==> src/rtl/pad_serial_port.sv <==
module pad_serial_port #(
  parameter int BTN_COUNT = 8,
  parameter int DATA_W    = 8
) (
  input  logic                 clk,
  input  logic                 rst_n,
  input  logic                 wr_en,
  input  logic                 wr_bit,
  input  logic                 rd_en_p0,
  input  logic                 rd_en_p1,
  input  logic [BTN_COUNT-1:0] pad0_btn,
  input  logic [BTN_COUNT-1:0] pad1_btn,
  output logic [DATA_W-1:0]    rd_data
);

  localparam int NPORT = 2;

  logic                 strobe_q;
  logic [NPORT-1:0]     rd_req, rd_q, rd_fall, cur_bit;
  logic [BTN_COUNT-1:0] pad_in [NPORT];
  logic [BTN_COUNT-1:0] shr    [NPORT];
  logic                 sel_bit;

  assign pad_in[0] = pad0_btn;
  assign pad_in[1] = pad1_btn;
  assign rd_req    = {rd_en_p1, rd_en_p0};
  assign rd_fall   = rd_q & ~rd_req;

  always_ff @(posedge clk) begin
    if (!rst_n) begin
      strobe_q <= 1'b0;
      rd_q     <= '0;
    end else begin
      if (wr_en) strobe_q <= wr_bit;
      rd_q <= rd_req;
    end
  end

  for (genvar p = 0; p < NPORT; p++) begin : g_port
    always_ff @(posedge clk) begin
      if (!rst_n)          shr[p] <= '1;
      else if (strobe_q)   shr[p] <= pad_in[p];
      else if (rd_fall[p]) shr[p] <= {1'b1, shr[p][BTN_COUNT-1:1]};
    end
    assign cur_bit[p] = strobe_q ? pad_in[p][0] : shr[p][0];
  end

  assign sel_bit = rd_en_p0 ? cur_bit[0] : (rd_en_p1 ? cur_bit[1] : 1'b0);
  assign rd_data = {{(DATA_W-1){1'b0}}, sel_bit};

endmodule


==> config.mk <==
export PLATFORM = sky130hd
export DESIGN_NAME = pad_serial_port
export DESIGN_NICKNAME = d
export VERILOG_FILES = /design/src/rtl/pad_serial_port.sv
export SDC_FILE = /design/constraint.sdc
export NUM_CORES = 1
export LEC_CHECK = 0
export BUFFER_PORTS_ARGS = -buffer_cell sky130_fd_sc_hd__buf_2
export CORE_MARGIN = 4
export CORE_UTILIZATION = 48
export CTS_CLUSTER_SIZE = 8
export DETAILED_ROUTE_END_ITERATION = 16
export PLACE_DENSITY = 0.77
export SYNTH_ARGS = -nofsm -noshare
export SYNTH_HDL_FRONTEND = slang
export SYNTH_SLANG_ARGS = --single-unit
==> constraint.sdc <==
create_clock -name clk -period 1.7 [get_ports clk]
set_clock_uncertainty 0.1 [all_clocks]
set_input_delay 0.34 -clock clk [delete_from_list [all_inputs] [get_ports clk]]
set_output_delay 0.34 -clock clk [all_outputs]
set_load 0.005 [all_outputs]
==> results.txt <==
The run finished with clean final reports. The maximum fanout count along the critical path came out at 3. The post-synthesis area per instance is around 13 um2.

The number of enable-type register cells in the synthesized netlist came out at 16. The count of mapped cells out of synthesis is 66. The length of routed met3 wiring is 74 um.

The top routing layer in use is met4. The synthesized netlist devotes 0% of its cell area to XOR and XNOR gates. The total routing resource utilization after global routing is 12.52%. Power spread over the standard cell area amounts to 806.7 mW/mm2.

The number of cells in the design after placement came out at around 110. The overall routed net length came out at 1.475 mm. The count of state elements after synthesis is 19. The wire length the detailed router placed on met1 is around 670 um. On the final layout, the worst hold slack is 204.7 ps.

The routed length on met2 is 710 um. The later-pin clock latency in the skew report came out at 290 ps. The count of placed standard cells in the final layout, fillers left out came out at approximately 120.

Summing the areas of all compound-gate instances in the mapped netlist gives 15.23% of the synthesized area. The number of distinct standard cells referenced by the synthesized netlist is 19. The number of iterations in the first detailed-routing pass is 3. The total congestion overflow came out at 0. The time the final worst path needs with I/O delays and setup is 1611 ps.

The total die area came out at 0.002600 mm2. After detailed placement, the total cell area comes to 992.2 um2. After clock tree synthesis, the flow added hold-fix buffers numbering 0. The initial antenna violation count came out at 0. The setup TNS is 0 ps.

Leaving out fill and tap cells, the most frequent cells in the layout are sky130_fd_sc_hd__buf_2, sky130_fd_sc_hd__edfxtp_1, sky130_fd_sc_hd__o22a_1, sky130_fd_sc_hd__conb_1, sky130_fd_sc_hd__buf_4. The final count of hold timing violations was 0. The arrival time reported for the critical path endpoint is roughly 1200 ps. The largest net degree at the start of global routing came out at 16. The worst-path cell with the longest stage delay is sky130_fd_sc_hd__dfxtp_4. The total of warnings raised by yosys is 0. The number of placed I/O pins is 30. The worst setup slack for register-to-register paths came out at roughly 220 ps. The remaining antenna violation count after routing is 0.

Walking the worst path, the cells encountered are buf_4 -> mux2i_1 -> o22ai_1 -> buf_2. TritonCTS built the clock tree. The DRC marker count from the first detailed-route iteration is 2. In this run, CTS created clock tree buffers numbering 3.

The most common library cell in the layout ignoring fill and taps is sky130_fd_sc_hd__buf_2. The required time at the endpoint of the critical path is 1260 ps. The static leakage power is roughly 0.35 nW.

Setup slack on the critical path of the routed design comes to 88.59 ps. The weighted congestion at the end of routability-driven global placement came out at 0.6941. Measured on the finished design, the core utilization comes to approximately 59%. The post-layout instance area is 0.001030 mm2. In the final design database the tool counted 114 nets. In this run the most critical hold path is launched from wr_bit. The min-delay analysis places its worst path in the category in -> reg. The worst hold path passes through 3 cells.

The count of clock tree sinks came out at 19. The number of global-route vias before repair came out at ~510. The highest attainable clock frequency is 620.6 MHz. After synthesis, the share of cell area in mux cells is 3.385%. The starting density of the core is 50.82%.

The synthesized-area fraction occupied by and/or/nand/nor cells came out at under 10%. The clock passes through at most 2 buffers. The sequential-to-total area share from yosys stat came out at 60.93%. The number of remaining DRC errors is 0. The worst path uses between 90% and 100% of the clock period. The post-synthesis instance area is 887.1 um2. The final setup violation count is 0. The count of max-cap constraint violations came out at 0.

The first global-routing pass estimated about 2.4 mm of wire. The logic depth of the worst register-to-register path is 3. Among all flip-flop cells after synthesis, the most frequent one is sky130_fd_sc_hd__edfxtp_1.

The total number of vias came out at 560. The reg-to-reg startpoint is strobe_q. The overall power after layout is roughly 830 uW. At the placement stage, the worst setup path has a slack of 182.8 ps.

The worst register-to-register path ends at shr[1][7]. The synthesized netlist devotes 0% of its cell area to adder and majority cells. The layout cell share with drive strength beyond 1 came out at a little over a third. The half-perimeter wire length after placement came out at 1.116 mm. The count of buffers from port buffering came out at 22. The endpoint of the worst hold-timing path is strobe_q.

The area of the core came out at between 0.0015 and 0.002 mm2. The type of destination of the critical path is an output pin. The maximum vdd drop came out at 0.0004914 V. The floorplan die height came out at 50.99 um. The number of rows created at floorplan is 15. The largest single stage delay on the critical path is ~350 ps. The clock-pin slew on the worst setup and hold paths came out at 100 ps. STA classifies the critical path startpoint as a flip-flop. The via count normalized by instance count is 4.828. After synthesis, the largest family of logic cells by area is compound AO/OA/AOI/OAI gates. The layout-stage area growth over the synthesis result is 16.08%.

The number of levels the H-tree was split into is 1. The critical path is of the reg -> out type. The count of pins over their slew limit is 0. After detailed routing, the average wire length per cell comes to between 10 and 15 um. The async set-reset flop share out of synthesis came out at 0%. The die boundary width came out at ~51 um. The cell at the root of the clock tree is sky130_fd_sc_hd__clkbuf_4. The antenna diode instance count came out at 0.
[metal layers]
metal / global-route usage [%] / up-vias
li1: - / 285
met4: 5.381 / 0
met1: 16.54 / 257
met2: 19.31 / 14
met3: 3.207 / 4
met5: 0 / -
[cell usage after synthesis, types with 2 or more instances]
cell / number / area [um2]
sky130_fd_sc_hd__edfxtp_1: 16 / 480.5
sky130_fd_sc_hd__o22a_1: 13 / 113.9
sky130_fd_sc_hd__buf_4: 8 / 60.06
sky130_fd_sc_hd__dfxtp_1: 3 / 60.06
sky130_fd_sc_hd__inv_1: 3 / 11.26
sky130_fd_sc_hd__mux2i_1: 3 / 30.03
sky130_fd_sc_hd__nor2b_1: 3 / 18.77
sky130_fd_sc_hd__o21ai_0: 3 / 15.01
sky130_fd_sc_hd__and2_1: 2 / 12.51
sky130_fd_sc_hd__nand4bb_1: 2 / 22.52
sky130_fd_sc_hd__or2_2: 2 / 12.51
[flip-flops by register name, summed over array words and instances (netlist names)]
| register | count |
|---|---|
| shr | 16 |
| rd_q | 2 |
| strobe_q | 1 |
[cells by family (layout without fill, tap and decap cells)]
logic type | count (synthesis) | count (layout)
other | 1 | 7
AO/OA/AOI/OAI | 17 | 17
AND/OR/NAND/NOR | 12 | 12
multiplexers | 3 | 3
buffers and inverters | 14 | 33
flip-flops | 19 | 19
[worst max-delay path: cells and delay by family, from the launching register on]
family          cells  cell delay, ps
flops               1             350
buf+inv             2             270
compound gates      1             150
mux                 1             110
[timing repair]
item	4_1_cts	5_1_grt
buffers inserted	0	1
gates resized for setup	1	1
setup endpoints to repair	1	1
[worst max path at each step]
stage | start | end | slack [ps] | depth (start not counted)
floorplan | rd_en_p0 | shr[0][0] | 240 | 1
global placement | rst_n | shr[0][7] | 180 | 3
detailed placement | rst_n | shr[1][7] | 180 | 3
CTS | strobe_q | rd_data[0] | 6 | 4
global route | strobe_q | rd_data[0] | -0.4 | 4
finish | strobe_q | rd_data[0] | 90 | 4
[power breakdown]
group	total (mW)	switching (mW)	leakage [nW]	internal, mW
combinational	0.0883	0.0437	0.190	0.0447
sequential	0.525	0.00477	0.147	0.520
clock	0.218	0.127	0.0150	0.0912
total	0.831	0.175	0.352	0.656
[layout make-up]
class	count	area (um2)
clock buffers	4	26.28
inverters	3	11.26
repair buffers	26	140.1
flip-flops and latches	19	544.3
fillers	159	715.7
well taps	25	31.28
multi-input cells	39	276.5
Power figures use the tool's default switching activity.
